`config.mk`:
```
export PLATFORM = sky130hd
export DESIGN_NAME = adma_regs
export DESIGN_NICKNAME = d
export VERILOG_FILES = /design/src/rtl/adma_regs_pkg.sv /design/src/rtl/adma_chan.sv /design/src/rtl/adma_csr.sv /design/src/rtl/adma_regs.sv
export SDC_FILE = /design/constraint.sdc
export NUM_CORES = 1
export LEC_CHECK = 0
export ABC_CLOCK_PERIOD_IN_PS = 2000
export BUFFER_PORTS_ARGS = -buffer_cell sky130_fd_sc_hd__buf_2
export CAP_MARGIN = 5
export CORE_MARGIN = 5
export CORE_UTILIZATION = 59
export DETAILED_ROUTE_END_ITERATION = 16
export PLACE_DENSITY = 0.81
export SLEW_MARGIN = 20
export SYNTH_ARGS = -nofsm -noshare
export SYNTH_HDL_FRONTEND = slang
export SYNTH_HIERARCHICAL = 1
export SYNTH_SLANG_ARGS = --single-unit
```
`constraint.sdc`:
```
create_clock -name clk -period 2 [get_ports clk]
set_input_delay 0.4 -clock clk [delete_from_list [all_inputs] [get_ports clk]]
set_output_delay 0.4 -clock clk [all_outputs]
set_load 0.01 [all_outputs]
```
`src/rtl/adma_regs_pkg.sv`:
```
package adma_regs_pkg;

    localparam int NUM_EV = 5;

    // event indices
    localparam int EV_PLAY   = 0;
    localparam int EV_CAP    = 1;
    localparam int EV_ERR    = 2;
    localparam int EV_PEMPTY = 3;
    localparam int EV_CEMPTY = 4;

    // status word bit positions
    localparam int B_IRQ     = 23;
    localparam int B_GIE     = 19;
    localparam int B_PEMPTY  = 14;
    localparam int B_PDIRTY  = 13;
    localparam int B_CDROP   = 11;
    localparam int B_CDIRTY  = 10;
    localparam int B_PPAUSE  = 7;
    localparam int B_CPAUSE  = 6;
    localparam int B_CODEC   = 5;
    localparam int B_PGO     = 3;
    localparam int B_CGO     = 2;
    localparam int B_SRST    = 0;

    // word indices of the register window
    localparam int W_CSR   = 0;
    localparam int W_CAP   = 4;
    localparam int W_PLAY  = 8;
    localparam int W_LIMIT = 12;

    function automatic int ev_bit(input int i);
        case (i)
            EV_PLAY:   return 22;
            EV_CAP:    return 21;
            EV_ERR:    return 20;
            EV_PEMPTY: return 15;
            default:   return 9;
        endcase
    endfunction

    function automatic int en_bit(input int i);
        case (i)
            EV_PLAY:   return 18;
            EV_CAP:    return 17;
            EV_ERR:    return 16;
            EV_PEMPTY: return 12;
            default:   return 8;
        endcase
    endfunction

    typedef struct packed {
        logic [NUM_EV-1:0] evt;
        logic [NUM_EV-1:0] evt_en;
        logic              gie;
        logic              ppause;
        logic              cpause;
        logic              codec_pd;
        logic              pgo;
        logic              cgo;
        logic              srst;
        logic              pempty;
        logic              cdrop;
    } csr_t;

endpackage

```
`src/rtl/adma_chan.sv`:
```
module adma_chan #(
    parameter int CNT_W = 32
) (
    input  logic             clk,
    input  logic             rst_n,
    input  logic             soft_clr,
    input  logic             wr_en,
    input  logic [1:0]       wr_sel,
    input  logic [31:0]      wr_data,
    input  logic             ld_next,
    output logic [31:0]      cur_addr,
    output logic [CNT_W-1:0] cur_cnt,
    output logic [31:0]      nxt_addr,
    output logic [CNT_W-1:0] nxt_cnt,
    output logic             dirty
);
    typedef struct packed {
        logic [31:0]      cur_addr;
        logic [CNT_W-1:0] cur_cnt;
        logic [31:0]      nxt_addr;
        logic [CNT_W-1:0] nxt_cnt;
        logic             dirty;
    } chan_t;

    chan_t st_d, st_q;

    always_comb begin
        st_d = st_q;
        if (ld_next) begin
            st_d.cur_addr = st_q.nxt_addr;
            st_d.cur_cnt  = st_q.nxt_cnt;
            st_d.dirty    = 1'b0;
        end
        if (wr_en) begin
            case (wr_sel)
                2'd0: st_d.cur_addr = wr_data;
                2'd1: st_d.cur_cnt  = wr_data[CNT_W-1:0];
                2'd2: begin
                    st_d.nxt_addr = wr_data;
                    st_d.dirty    = 1'b1;
                end
                default: st_d.nxt_cnt = wr_data[CNT_W-1:0];
            endcase
        end
        if (soft_clr) st_d = '0;
    end

    always_ff @(posedge clk or negedge rst_n) begin
        if (!rst_n) st_q <= '0;
        else        st_q <= st_d;
    end

    assign cur_addr = st_q.cur_addr;
    assign cur_cnt  = st_q.cur_cnt;
    assign nxt_addr = st_q.nxt_addr;
    assign nxt_cnt  = st_q.nxt_cnt;
    assign dirty    = st_q.dirty;
endmodule

```
`src/rtl/adma_csr.sv`:
```
module adma_csr
    import adma_regs_pkg::*;
(
    input  logic              clk,
    input  logic              rst_n,
    input  logic              wr_en,
    input  logic [31:0]       wr_data,
    input  logic [NUM_EV-1:0] ev_set,
    input  logic              pempty_set,
    input  logic              pempty_clr,
    input  logic              cdrop_set,
    input  logic              cdrop_clr,
    input  logic              dirty_play,
    input  logic              dirty_cap,
    output logic [31:0]       csr_word,
    output logic              irq,
    output logic              go_cap,
    output logic              go_play,
    output logic              pause_cap,
    output logic              pause_play,
    output logic              codec_pd,
    output logic              chip_rst
);
    csr_t st_d, st_q;

    logic unused_wbits;
    assign unused_wbits = ^{wr_data[31:23], wr_data[14:13], wr_data[11:10],
                            wr_data[4], wr_data[1]};

    always_comb begin
        st_d = st_q;
        if (st_q.srst) begin
            st_d = '0;
        end else begin
            for (int i = 0; i < NUM_EV; i++) begin
                st_d.evt[i] = ev_set[i] |
                              (st_q.evt[i] & ~(wr_en & wr_data[ev_bit(i)]));
            end
            if (wr_en) begin
                for (int i = 0; i < NUM_EV; i++)
                    st_d.evt_en[i] = wr_data[en_bit(i)];
                st_d.gie      = wr_data[B_GIE];
                st_d.ppause   = wr_data[B_PPAUSE];
                st_d.cpause   = wr_data[B_CPAUSE];
                st_d.codec_pd = wr_data[B_CODEC];
                st_d.pgo      = wr_data[B_PGO];
                st_d.cgo      = wr_data[B_CGO];
            end
            st_d.srst   = wr_en & wr_data[B_SRST];
            st_d.pempty = pempty_set | (st_q.pempty & ~pempty_clr);
            st_d.cdrop  = cdrop_set  | (st_q.cdrop  & ~cdrop_clr);
        end
    end

    always_ff @(posedge clk or negedge rst_n) begin
        if (!rst_n) st_q <= '0;
        else        st_q <= st_d;
    end

    assign irq = st_q.gie & (|(st_q.evt & st_q.evt_en));

    always_comb begin
        csr_word = '0;
        for (int i = 0; i < NUM_EV; i++) begin
            csr_word[ev_bit(i)] = st_q.evt[i];
            csr_word[en_bit(i)] = st_q.evt_en[i];
        end
        csr_word[B_IRQ]    = irq;
        csr_word[B_GIE]    = st_q.gie;
        csr_word[B_PEMPTY] = st_q.pempty;
        csr_word[B_PDIRTY] = dirty_play;
        csr_word[B_CDROP]  = st_q.cdrop;
        csr_word[B_CDIRTY] = dirty_cap;
        csr_word[B_PPAUSE] = st_q.ppause;
        csr_word[B_CPAUSE] = st_q.cpause;
        csr_word[B_CODEC]  = st_q.codec_pd;
        csr_word[B_PGO]    = st_q.pgo;
        csr_word[B_CGO]    = st_q.cgo;
        csr_word[B_SRST]   = st_q.srst;
    end

    assign go_cap     = st_q.cgo;
    assign go_play    = st_q.pgo;
    assign pause_cap  = st_q.cpause;
    assign pause_play = st_q.ppause;
    assign codec_pd   = st_q.codec_pd;
    assign chip_rst   = st_q.srst;
endmodule

```
`src/rtl/adma_regs.sv`:
```
module adma_regs
    import adma_regs_pkg::*;
#(
    parameter int ADDR_W = 6,
    parameter int CNT_W  = 32
) (
    input  logic              clk,
    input  logic              rst_n,
    input  logic [ADDR_W-1:0] bus_addr,
    input  logic              bus_we,
    input  logic [31:0]       bus_wdata,
    input  logic              bus_re,
    output logic [31:0]       bus_rdata,
    input  logic              ev_play_set,
    input  logic              ev_cap_set,
    input  logic              ev_err_set,
    input  logic              ev_pempty_set,
    input  logic              ev_cempty_set,
    input  logic              ld_next_cap,
    input  logic              ld_next_play,
    input  logic              pempty_set,
    input  logic              pempty_clr,
    input  logic              cdrop_set,
    input  logic              cdrop_clr,
    output logic [31:0]       cap_addr,
    output logic [CNT_W-1:0]  cap_cnt,
    output logic [31:0]       play_addr,
    output logic [CNT_W-1:0]  play_cnt,
    output logic              go_cap,
    output logic              go_play,
    output logic              pause_cap,
    output logic              pause_play,
    output logic              codec_pd,
    output logic              chip_rst,
    output logic              irq
);
    localparam int IW     = ADDR_W - 2;
    localparam int NUM_CH = 2;   // 0 capture, 1 playback

    logic [IW-1:0] widx;
    logic          aligned;
    logic          csr_hit;
    logic [31:0]   csr_word;

    logic [31:0]      ch_cur_addr [NUM_CH];
    logic [CNT_W-1:0] ch_cur_cnt  [NUM_CH];
    logic [31:0]      ch_nxt_addr [NUM_CH];
    logic [CNT_W-1:0] ch_nxt_cnt  [NUM_CH];
    logic [NUM_CH-1:0] ch_dirty;
    logic [NUM_CH-1:0] ch_hit;
    logic [NUM_CH-1:0] ch_ld;
    logic [31:0]       ch_rd [NUM_CH];

    logic [31:0] rdata_d, rdata_q;

    assign widx    = bus_addr[ADDR_W-1:2];
    assign aligned = (bus_addr[1:0] == 2'b00);
    assign csr_hit = aligned && (widx == IW'(W_CSR));
    assign ch_ld   = {ld_next_play, ld_next_cap};

    generate
        for (genvar c = 0; c < NUM_CH; c++) begin : g_ch
            localparam int BASE = W_CAP + 4 * c;
            assign ch_hit[c] = aligned && (widx >= IW'(BASE)) &&
                               (widx < IW'(BASE + 4));

            adma_chan #(.CNT_W(CNT_W)) u_chan (
                .clk      (clk),
                .rst_n    (rst_n),
                .soft_clr (chip_rst),
                .wr_en    (bus_we && ch_hit[c]),
                .wr_sel   (widx[1:0]),
                .wr_data  (bus_wdata),
                .ld_next  (ch_ld[c]),
                .cur_addr (ch_cur_addr[c]),
                .cur_cnt  (ch_cur_cnt[c]),
                .nxt_addr (ch_nxt_addr[c]),
                .nxt_cnt  (ch_nxt_cnt[c]),
                .dirty    (ch_dirty[c])
            );

            always_comb begin
                case (widx[1:0])
                    2'd0:    ch_rd[c] = ch_cur_addr[c];
                    2'd1:    ch_rd[c] = 32'(ch_cur_cnt[c]);
                    2'd2:    ch_rd[c] = ch_nxt_addr[c];
                    default: ch_rd[c] = 32'(ch_nxt_cnt[c]);
                endcase
            end
        end
    endgenerate

    adma_csr u_csr (
        .clk        (clk),
        .rst_n      (rst_n),
        .wr_en      (bus_we && csr_hit),
        .wr_data    (bus_wdata),
        .ev_set     ({ev_cempty_set, ev_pempty_set, ev_err_set,
                      ev_cap_set, ev_play_set}),
        .pempty_set (pempty_set),
        .pempty_clr (pempty_clr),
        .cdrop_set  (cdrop_set),
        .cdrop_clr  (cdrop_clr),
        .dirty_play (ch_dirty[1]),
        .dirty_cap  (ch_dirty[0]),
        .csr_word   (csr_word),
        .irq        (irq),
        .go_cap     (go_cap),
        .go_play    (go_play),
        .pause_cap  (pause_cap),
        .pause_play (pause_play),
        .codec_pd   (codec_pd),
        .chip_rst   (chip_rst)
    );

    always_comb begin
        rdata_d = rdata_q;
        if (bus_re) begin
            if (csr_hit)        rdata_d = csr_word;
            else if (ch_hit[0]) rdata_d = ch_rd[0];
            else if (ch_hit[1]) rdata_d = ch_rd[1];
            else                rdata_d = '0;
        end
    end

    always_ff @(posedge clk or negedge rst_n) begin
        if (!rst_n) rdata_q <= '0;
        else        rdata_q <= rdata_d;
    end

    assign bus_rdata = rdata_q;
    assign cap_addr  = ch_cur_addr[0];
    assign cap_cnt   = ch_cur_cnt[0];
    assign play_addr = ch_cur_addr[1];
    assign play_cnt  = ch_cur_cnt[1];
endmodule

```
==> summary.txt <==
Die
  • Die footprint: 31400 um2
  • Core footprint: 27700 um2
  • Ports: 220
  • DIE WIDTH: 177 um
  • Initial core utilization: 59.6%
  • Die Height: 177 um
  • Number of cell rows: 61

Final layout
  • Filler cells: 1844
  • Layout net count: 1566
  • Antenna diodes: 0
  • Layout cells sized above 1: 33.9%
  • Area grow syn2layout: 19.5%
  • Area of the multi-input gates: 7970 um2
  • Fin cells: 1917
  • Most frequent cells in the layout: dfrtp_1, buf_2, mux2i_1, nor2b_1, a22o_1
  • Flip-flop and latch area: 7740 um2
  • Most common cell after layout, fill and taps aside: dfrtp_1

Clock network
  • CTS tree: yes
  • CTS H-Tree Depth: 2
  • CTS Sinks: 309
  • Clk pin slew, worst setup/hold paths: 0.06 ns
  • CTS buffer count: 35
  • Clock Latency Late Sink: 0.51 ns
  • Root Buffer: clkbuf_16
  • Clk buf depth: 3

Timing
  • Post-layout minimum cycle time: 1.97 ns
  • RSZ-0062 raised after global routing: true
  • Final Cycle Share: 98.5%
  • Max Fclk: 507 MHz
  • Finish-stage setup viols: 0
  • Clock skew: 0.0189 ns
  • Max_slew headroom: 61.3%
  • Tightest Pin Transition: 0.581 ns
  • Final Hold Vio Count: 0
  • Slew Viols, Final: 0

Detailed routing
  • Drt pass-1 iters: 6
  • Routed vias: 13500
  • DRC Markers: 0
  • Antenna-violating nets left: 0
  • Initial DRC count: 1678
  • WL final: 53900 um
  • Routed len/inst: 28.1 um
  • Via/cell ratio: 7.05

Critical path
  • Critical Path RT: 1.60 ns
  • Crit path DAT: 1.57 ns
  • CP startpoint kind: flip-flop
  • Worst r2r src: u_csr/csr_word[22]$_DFF_PN0_
  • Worst Path Class, Setup: reg2out
  • Setup crit start: u_csr/csr_word[22]$_DFF_PN0_
  • Setup crit end kind: primary output
  • CP Max Fanout: 2

Synthesis
  • Area contributors post-synth: dfrtp_1, mux4_2, mux2i_1
  • Synthesized area per cell: 12.5 um2
  • Compound-cell area share of the yosys netlist: 20.4%
  • Post-synthesis mux area share: 17.2%
  • Synth Area in Adders: 0%
  • Post-Synth Simple-Gate Area: 9.81%
  • Largest family of logic cells by synthesized area: compound AO/OA/AOI/OAI gates
  • Synth Cell Area: 16500 um2
  • Seq cells post-synth: 309
  • Yosys top cell by area: dfrtp_1
  • Seq/Total Area, Yosys: 46.8%
  • Post-Syn Instances: 1317
  • Synth cell types: 37
  • Area share of the largest cell type after synthesis: 46.8%
  • Post-Synth XOR/XNOR Area: 0%
  • Yosys warning count: 6

Placed design
  • Placer Congestion: 0.863
  • Port bufs: 219
  • Final HPWL DP: 33400 um
  • Placed cells: 1849

Status
  • Status: completed

Job
  • Max-cap violation count: 0

Global route
  • Vias in the first global route: 14100
  • Global Route Usage Sum: 34.2%
  • Largest net degree at the start of global routing: 71
  • Initial antenna violation count: 1
  • GRT overflow: 0
  • First-pass GRT wire length: 83400 um

Power
  • Overall power: 17.9 mW
  • Leakage: 9.26 nW
  • P per Cell Area: 909 nW/um2
  • Peak supply drop: 0.892 mV

Worst hold path
  • Hold_sp: pempty_set
  • Min-Delay Path Class: in2reg
## kinds of logic (layout without fill, tap and decap cells)
group / after synthesis / after routing
and+or+nand+nor: 260 / 260
muxes: 203 / 203
buffers and inverters: 172 / 385
AOI/OAI and AO/OA: 372 / 372
other: 1 / 10
DFF: 309 / 309
## worst paths after layout
| kind | end | slack [ns] | cells after the start |
|---|---|---|---|
| min in group asynchronous | g_ch[0].u_chan/nxt_cnt[10]$_DFFE_PN0P_ | 0.40 | 2 |
| hold / removal | u_csr/csr_word[14]$_DFF_PN0_ | 0.12 | 3 |
| max in group asynchronous | g_ch[0].u_chan/nxt_addr[8]$_DFFE_PN0P_ | 0.88 | 3 |
| hold reg to reg | g_ch[0].u_chan/nxt_cnt[23]$_DFFE_PN0P_ | 0.53 | 1 |
| setup reg to reg | bus_rdata[23]$_DFFE_PN0P_ | 0.11 | 6 |
| setup / recovery | irq | 0.03 | 3 |
## repair_timing
item	4_1_cts	5_1_grt
setup endpoints to repair	2	3
hold buffers	1	0
hold endpoints to repair	45	0
pin swaps	1	2
resized for setup	2	1
setup buffers	1	3
## cell usage after synthesis
library cell and count:
mux4_2 64, a31oi_1 2, a21boi_0 6, inv_1 2
or3b_1 2, mux2i_1 139, a21boi_1 1, nor4b_2 1
o21ba_2 5, and4b_1 2, buf_4 23, nor4_2 1
buf_12 1, a222oi_1 1, buf_1 3, and3_1 1
nand3b_1 4, nor4bb_1 2, o22ai_1 32, nor2_1 76
nand2b_1 4, and2_1 2, or4_1 1, a22oi_1 33
and3b_2 1, nor2b_1 130, buf_2 69, buf_6 15
or4b_1 32, nor4b_4 1, a221oi_2 60, a221oi_1 68
dfrtp_1 309, conb_1 1, clkbuf_1 59, a22o_1 128
a21oi_1 36
## worst max-delay path, cell delays in order, from the launching register on
cell and delay, ns:
dfrtp_1 0.39, a222oi_1 0.32, a21boi_1 0.17, buf_2 0.17
## routing by layer
metal | vias to the layer above | GRT usage (%) | routed length [um]
li1 | 5521 | - | -
met1 | 6830 | 44.1 | 19800
met2 | 951 | 54.8 | 25700
met3 | 202 | 8.74 | 5780
met4 | 2 | 15.3 | 2540
met5 | - | 0 | 11
## report_power, final
group / switching [mW] / internal [mW]
combinational: 1.68 / 1.82
clock: 2.61 / 3.98
sequential: 0.766 / 7.07
## registers in the layout, summed over array words and instances, names as in the netlist
name	cells
g_ch.u_chan/cur_addr	64
g_ch.u_chan/cur_cnt	64
g_ch.u_chan/nxt_addr	64
g_ch.u_chan/nxt_cnt	64
bus_rdata	32
u_csr/csr_word	13
g_ch.u_chan/dirty	2
u_csr/chip_rst	1
u_csr/codec_pd	1
u_csr/go_cap	1
u_csr/go_play	1
u_csr/pause_cap	1
u_csr/pause_play	1
## final cells by class
cell class,count,share of cell area (%)
Timing Repair Buffer,320,12.0
Inverter,2,0.0381
Clock buffer,54,5.47
Sequential cell,309,39.2
Multi-Input combinational cell,845,40.4
Tap cell,378,2.40
Clock inverter,9,0.501
## per-stage QoR
stage / setup WS (ns) / utilization, % / cell area (um2) / setup TNS (ns) / hold slack, ns
finish: 0.0292 / 71.2 / 19700 / 0 / 0.123
global route: -0.0826 / 71.2 / 19700 / -0.0866 / 0.120
CTS: 0.0101 / 71.1 / 19700 / 0 / 0.117
detailed placement: -0.162 / 66.8 / 18500 / -5.36 / 0.360
global placement: -0.0956 / 66.8 / 18500 / -3.13 / 0.356
floorplan: -0.0470 / - / 16600 / -2.73 / 0.104
Note: power is estimated with default switching activity, not from simulation.
